==> config.mk <==
export PLATFORM = sky130hd
export DESIGN_NAME = ccd_hline_gen
export DESIGN_NICKNAME = d
export VERILOG_FILES = /design/src/rtl/ccd_hline_pkg.sv /design/src/rtl/ccd_hline_cnt.sv /design/src/rtl/ccd_hline_decode.sv /design/src/rtl/ccd_hline_hclk.sv /design/src/rtl/ccd_hline_gen.sv
export SDC_FILE = /design/constraint.sdc
export NUM_CORES = 1
export LEC_CHECK = 0
export CAP_MARGIN = 20
export CORE_ASPECT_RATIO = 0.9
export CORE_MARGIN = 5
export CORE_UTILIZATION = 51
export CTS_CLUSTER_SIZE = 40
export DETAILED_ROUTE_END_ITERATION = 8
export GPL_TIMING_DRIVEN = 0
export PLACE_DENSITY_LB_ADDON = 0.2
export SYNTH_ARGS = -nofsm -noshare
export SYNTH_HDL_FRONTEND = slang
export SYNTH_HIERARCHICAL = 1
export SYNTH_SLANG_ARGS = --single-unit
==> constraint.sdc <==
create_clock -name clk_i -period 3.42 [get_ports clk_i]
set_input_delay 0.342 -clock clk_i [delete_from_list [all_inputs] [get_ports clk_i]]
set_output_delay 0.342 -clock clk_i [all_outputs]
set_load 0.03 [all_outputs]
==> src/rtl/ccd_hline_pkg.sv <==
package ccd_hline_pkg;
  typedef enum logic [1:0] {
    REG_BLANK  = 2'b00,
    REG_DUMMY  = 2'b01,
    REG_BLACK  = 2'b10,
    REG_ACTIVE = 2'b11
  } region_e;
endpackage

==> src/rtl/ccd_hline_cnt.sv <==
module ccd_hline_cnt #(
  parameter int LINE_LEN = 2280,
  parameter int CNT_W    = $clog2(LINE_LEN + 1)
) (
  input  logic             clk_i,
  input  logic             rst_ni,
  output logic [CNT_W-1:0] cnt_o,
  output logic             ph_o,
  output logic [CNT_W-1:0] cnt_nxt_o,
  output logic             ph_nxt_o
);
  localparam logic [CNT_W-1:0] LAST = CNT_W'(LINE_LEN);
  localparam logic [CNT_W-1:0] ONE  = CNT_W'(1);

  always_comb begin
    ph_nxt_o  = ~ph_o;
    cnt_nxt_o = cnt_o;
    if (ph_o) cnt_nxt_o = (cnt_o == LAST) ? ONE : cnt_o + ONE;
  end

  always_ff @(posedge clk_i or negedge rst_ni) begin
    if (!rst_ni) begin
      cnt_o <= ONE;
      ph_o  <= 1'b0;
    end else begin
      cnt_o <= cnt_nxt_o;
      ph_o  <= ph_nxt_o;
    end
  end


  cnt_range_chk: assert property (@(posedge clk_i) disable iff (!rst_ni)
    cnt_o >= ONE && cnt_o <= LAST);

  cnt_hold_chk: assert property (@(posedge clk_i) disable iff (!rst_ni)
    !ph_o |=> $stable(cnt_o) && ph_o);

  cnt_move_chk: assert property (@(posedge clk_i) disable iff (!rst_ni)
    ph_o |=> !ph_o && !$stable(cnt_o));
endmodule

==> src/rtl/ccd_hline_decode.sv <==
module ccd_hline_decode
  import ccd_hline_pkg::*;
#(
  parameter int LINE_LEN = 2280,
  parameter int PRE_LEN  = 28,
  parameter int FOB_LEN  = 2,
  parameter int ACT_LEN  = 1650,
  parameter int ROB_LEN  = 52,
  parameter int SYNC_POS = 228,
  parameter int CNT_W    = $clog2(LINE_LEN + 1),
  parameter int IDX_W    = $clog2(ACT_LEN)
) (
  input  logic             clk_i,
  input  logic             rst_ni,
  input  logic [CNT_W-1:0] cnt_nxt_i,
  input  logic             ph_nxt_i,
  output logic             readout_nxt_o,
  output region_e          region_o,
  output logic [IDX_W-1:0] idx_o,
  output logic             eol_o,
  output logic             hsync_o
);
  localparam int ACT_FIRST = LINE_LEN - ACT_LEN + 1;
  localparam int FOB_FIRST = ACT_FIRST - FOB_LEN;
  localparam int PRE_FIRST = FOB_FIRST - PRE_LEN;

  region_e          region_n;
  logic [IDX_W-1:0] idx_n;
  logic             in_rob;

  // Rear black sits at the start of the count, after the wrap
  generate
    if (ROB_LEN > 0) begin : g_rob
      assign in_rob = cnt_nxt_i <= CNT_W'(ROB_LEN);
    end else begin : g_no_rob
      assign in_rob = 1'b0;
    end
  endgenerate

  always_comb begin
    region_n = REG_BLANK;
    if (in_rob)                                  region_n = REG_BLACK;
    else if (cnt_nxt_i >= CNT_W'(ACT_FIRST))     region_n = REG_ACTIVE;
    else if (cnt_nxt_i >= CNT_W'(FOB_FIRST))     region_n = REG_BLACK;
    else if (cnt_nxt_i >= CNT_W'(PRE_FIRST))     region_n = REG_DUMMY;
    idx_n = '0;
    if (region_n == REG_ACTIVE) idx_n = IDX_W'(cnt_nxt_i - CNT_W'(ACT_FIRST));
  end

  assign readout_nxt_o = region_n != REG_BLANK;

  always_ff @(posedge clk_i or negedge rst_ni) begin
    if (!rst_ni) begin
      region_o <= REG_BLACK;
      idx_o    <= '0;
      eol_o    <= 1'b0;
      hsync_o  <= 1'b0;
    end else begin
      region_o <= region_n;
      idx_o    <= idx_n;
      eol_o    <= ph_nxt_i && (cnt_nxt_i == CNT_W'(LINE_LEN));
      hsync_o  <= cnt_nxt_i == CNT_W'(SYNC_POS);
    end
  end


  idx_zero_chk: assert property (@(posedge clk_i) disable iff (!rst_ni)
    region_o != REG_ACTIVE |-> idx_o == '0);

  eol_wrap_chk: assert property (@(posedge clk_i) disable iff (!rst_ni)
    eol_o |=> !eol_o && region_o == REG_BLACK);

  hsync_len_chk: assert property (@(posedge clk_i) disable iff (!rst_ni)
    $rose(hsync_o) |=> hsync_o);
endmodule

==> src/rtl/ccd_hline_hclk.sv <==
module ccd_hline_hclk #(
  parameter int HOLD_FIRST = 53,
  parameter int HOLD_LAST  = 332,
  parameter int CNT_W      = 12
) (
  input  logic             clk_i,
  input  logic             rst_ni,
  input  logic [CNT_W-1:0] cnt_nxt_i,
  input  logic             ph_nxt_i,
  input  logic             readout_nxt_i,
  output logic             h1_o,
  output logic             h2_o,
  output logic             rg_o
);
  logic hold_n, h1_n;

  assign hold_n = cnt_nxt_i >= CNT_W'(HOLD_FIRST) && cnt_nxt_i <= CNT_W'(HOLD_LAST);
  assign h1_n   = hold_n | ~ph_nxt_i;

  always_ff @(posedge clk_i or negedge rst_ni) begin
    if (!rst_ni) begin
      h1_o <= 1'b1;
      h2_o <= 1'b0;
      rg_o <= 1'b0;
    end else begin
      h1_o <= h1_n;
      h2_o <= ~h1_n;
      rg_o <= readout_nxt_i & ~ph_nxt_i & ~hold_n;
    end
  end


  h_compl_chk: assert property (@(posedge clk_i) disable iff (!rst_ni)
    h1_o != h2_o);

  rg_phase_chk: assert property (@(posedge clk_i) disable iff (!rst_ni)
    rg_o |-> h1_o);

  rg_pulse_chk: assert property (@(posedge clk_i) disable iff (!rst_ni)
    rg_o |=> !rg_o);
endmodule

==> src/rtl/ccd_hline_gen.sv <==
module ccd_hline_gen
  import ccd_hline_pkg::*;
#(
  parameter int LINE_LEN   = 2280,
  parameter int PRE_LEN    = 28,
  parameter int FOB_LEN    = 2,
  parameter int ACT_LEN    = 1650,
  parameter int ROB_LEN    = 52,
  parameter int HOLD_FIRST = 53,
  parameter int HOLD_LAST  = 332,
  parameter int SYNC_POS   = 228
) (
  input  logic                              clk_i,
  input  logic                              rst_ni,
  output logic                              h1_o,
  output logic                              h2_o,
  output logic                              rg_o,
  output logic                              hsync_o,
  output logic [1:0]                        region_o,
  output logic [$clog2(ACT_LEN)-1:0]        pix_idx_o,
  output logic [$clog2(LINE_LEN + 1)-1:0]   line_cnt_o,
  output logic                              eol_o
);
  localparam int CNT_W = $clog2(LINE_LEN + 1);
  localparam int IDX_W = $clog2(ACT_LEN);

  logic [CNT_W-1:0] cnt_q, cnt_n;
  logic             ph_q, ph_n, readout_n;
  region_e          region_q;

  ccd_hline_cnt #(.LINE_LEN(LINE_LEN), .CNT_W(CNT_W)) u_cnt (
    .clk_i, .rst_ni,
    .cnt_o(cnt_q), .ph_o(ph_q), .cnt_nxt_o(cnt_n), .ph_nxt_o(ph_n)
  );

  ccd_hline_decode #(
    .LINE_LEN(LINE_LEN), .PRE_LEN(PRE_LEN), .FOB_LEN(FOB_LEN), .ACT_LEN(ACT_LEN),
    .ROB_LEN(ROB_LEN), .SYNC_POS(SYNC_POS), .CNT_W(CNT_W), .IDX_W(IDX_W)
  ) u_dec (
    .clk_i, .rst_ni, .cnt_nxt_i(cnt_n), .ph_nxt_i(ph_n),
    .readout_nxt_o(readout_n), .region_o(region_q), .idx_o(pix_idx_o),
    .eol_o(eol_o), .hsync_o(hsync_o)
  );

  ccd_hline_hclk #(.HOLD_FIRST(HOLD_FIRST), .HOLD_LAST(HOLD_LAST), .CNT_W(CNT_W)) u_hclk (
    .clk_i, .rst_ni, .cnt_nxt_i(cnt_n), .ph_nxt_i(ph_n), .readout_nxt_i(readout_n),
    .h1_o(h1_o), .h2_o(h2_o), .rg_o(rg_o)
  );

  assign region_o   = region_q;
  assign line_cnt_o = cnt_q;


  hold_static_chk: assert property (@(posedge clk_i) disable iff (!rst_ni)
    (cnt_q >= CNT_W'(HOLD_FIRST) && cnt_q <= CNT_W'(HOLD_LAST)) |-> h1_o && !h2_o && !rg_o);

  rg_blank_chk: assert property (@(posedge clk_i) disable iff (!rst_ni)
    region_q == REG_BLANK |-> !rg_o);

  eol_pos_chk: assert property (@(posedge clk_i) disable iff (!rst_ni)
    eol_o |-> cnt_q == CNT_W'(LINE_LEN) && ph_q);
endmodule

==> results_dict.tcl <==
set metrics [dict create \
    clk_path_buf_depth 2 \
    synthAdderAreaFrac 0.04441 \
    slew_headroom 0.4251 \
    period_minus_slack_ns 3.139 \
    first_pass_iters 4 \
    antenna_found_initial 0 \
    die_area_um2 4567 \
    grt_pass1_vias 1376 \
    max_cap_violations 0 \
    setup_ws_ns 0.2807 \
    drive_gt1_frac 0.1415 \
    portBuffers 31 \
    fin_tns_setup_ns 0 \
    setup_violations 0 \
    worstSetupPathType "reg2reg" \
    crit_fanout 10 \
    syn_area_per_cell_um2 10.24 \
    top_register "u_cnt/cnt_o" \
    tightest_slew_ns 0.8597 \
    synth_top_family_by_area "simple AND/OR/NAND/NOR gates" \
    cts_made_buffers 5 \
    synthArstFlopShare 1.000 \
    postCtsHoldBufs 0 \
    start_util 0.5428 \
    vias_per_cell 5.684 \
    synth_compound_area_frac 0.1451 \
    syn2layout_area_growth_pct 28.28 \
    placed_cells_incl_taps 239 \
    routed_wl_um 3863 \
    utilization 0.6963 \
    power_uw 689.4 \
    syn-instance-count 165 \
    endpoint_kind "flip-flop" \
    fin_area_um2 2168 \
    power_density_nw_per_um2 318.0 \
    post-cts-setup-buffers 0 \
    outcome "finished, final reports clean" \
    antenna_cells 0 \
    vias 1404 \
    synth_edf_count 0 \
    clk_pin_slew_worst_paths_ns 0.07 \
    clock-sinks 31 \
    ctsRootBufferMaster "clkbuf_8" \
    finalClockSkew_ns 0.008388 \
    grt_usage 0.1852 \
    ir_drop_mv 0.2487 \
    yosys_warnings 6 \
    slew_violations 0 \
    core_area_um2 3114 \
    pre_cts_slack_ns 0.3252 \
    ys_ff_latch 31 \
    placed_area_um2 2068 \
    timing.fmax_mhz 318.5 \
    wl_per_cell_um 15.64 \
    htree_num_levels 2 \
    grt_pass1_wl_um 6644 \
    rows 19 \
    synth_nets 173 \
    netlist-cell-type-count 52 \
    rsz0062_at_grt "no" \
    cp-start-kind "flip-flop" \
    synthFlopType "dfrtp_1" \
    finalNonFillerCells 247 \
    ant_nets 0 \
    dpl.hpwl_um 2818 \
    drt_iter0_markers 161 \
    n_fill_cell 247 \
    gp_congestion 0.8167 \
    synth_seq_area_share 0.4611 \
    final_hold_viol_count 0 \
    die_h_um 64.62 \
    synth_top_area_share 0.4145 \
    yosysTopAreaCell "dfrtp_1" \
    synth_most_common_cell "dfrtp_1" \
    leakagePower_nw 0.8917 \
    cts-resized-gates 0 \
    largest_reg_flops 12 \
    synth.area.mux_share 0.006662 \
    worstPathArrival_ns 3.30 \
    cts_tree "done" \
    cp.required_ns 3.58 \
    reg_top3 "u_cnt/cnt_o (12), u_dec/idx_o (11), u_dec/region_o (2)" \
    top_level_ports 32 \
    synthTopCellsByArea "dfrtp_1 (41%), dfstp_2 (4.7%), ha_1 (4.4%), xnor2_1 (4.1%), nor2_1 (3.6%)" \
    clk_latency_ns 0.28 \
    synthTopCellsByCount "dfrtp_1 (28), nor2_1 (16), nand2_1 (12)" \
    finalNetCount 212 \
    grt_start_max_net_pins 20 \
    min_path_type "in2async" \
    whs_ns 0.5456 \
    synth_xor_area_frac 0.06218 \
    synth_area_um2 1690 \
    synth-simple-area-share 0.2428 \
    post-route-drc-count 0 \
    period_share 0.9179 \
    globalRouteOverflowTotal 0 \
    die_w_um 70.69 \
]
routing by layer:
metal	global-route usage	part of all wire	vias up
met5	0	0	-
li1	-	-	669
met1	0.2505	0.44	677
met4	0.08216	0.018	0
met2	0.2778	0.46	50
met3	0.05255	0.079	8
power breakdown:
| group | leakage, nW | switching, mW | internal, mW |
|---|---|---|---|
| logic | 0.435 | 0.00696 | 0.00258 |
| clock network | 0.0515 | 0.130 | 0.183 |
| registers | 0.405 | 0 | 0.367 |
| total | 0.892 | 0.137 | 0.553 |
layout by cell type, fill, tap and decap left out, types with 3 or more instances in the layout:
cell,count
xnor2_1,8
clkdlybuf4s50_1,31
o31ai_1,3
buf_2,3
nor3_1,8
dfrtp_1,28
clkbuf_8,7
xor2_1,4
nand2_1,12
nand3_1,4
dfstp_2,3
nor2_1,16
o21ai_0,4
nand4_1,5
nor2b_1,3
inv_1,8
ha_1,6
a21oi_1,6
o21a_1,3
final timing paths:
kind	startpoint	endpoint	slack, ns	depth (start not counted)
setup / recovery	u_cnt/cnt_o[0]	u_hclk/rg_o	0.28	10
hold / removal	rst_ni	u_cnt/cnt_o[11]	0.55	1
setup reg to reg	u_cnt/cnt_o[0]	u_hclk/rg_o	0.28	10
hold reg to reg	u_cnt/cnt_o[8]	u_cnt/cnt_o[8]	0.70	1
max in group asynchronous	rst_ni	u_hclk/h1_o	2.21	2
min in group clk_i	u_cnt/cnt_o[8]	u_cnt/cnt_o[8]	0.70	1
critical path, stage by stage (launching register included):
cell and delay (ns):
dfstp_2 0.60, ha_1 0.18, and4_1 0.28, nand2_1 0.09, or3_1 0.38, xnor2_1 0.28, or4_4 0.60, o32ai_2 0.21
buf_6 0.20, nand3_2 0.07, o311a_1 0.12
cell type report:
| type | instances | area [µm²] | area share |
|---|---|---|---|
| plain buffers | 5 | 33.78 | 0.01558 |
| repair buffers | 32 | 325.3 | 0.1500 |
| multi-input cells | 121 | 847.1 | 0.3907 |
| well taps | 42 | 52.55 | 0.02424 |
| flip-flops and latches | 31 | 779.5 | 0.3595 |
| inverters | 8 | 30.03 | 0.01385 |
| clock buffers | 8 | 100.1 | 0.04616 |
logic make-up (layout without fill, tap and decap cells):
group,count (synthesis),in the layout
mux,1,1
fa+ha+maj,6,6
flops,31,31
xor+xnor,12,12
simple gates,70,70
compound gates,32,32
buf+inv,13,53
Power figures use the tool's default switching activity.
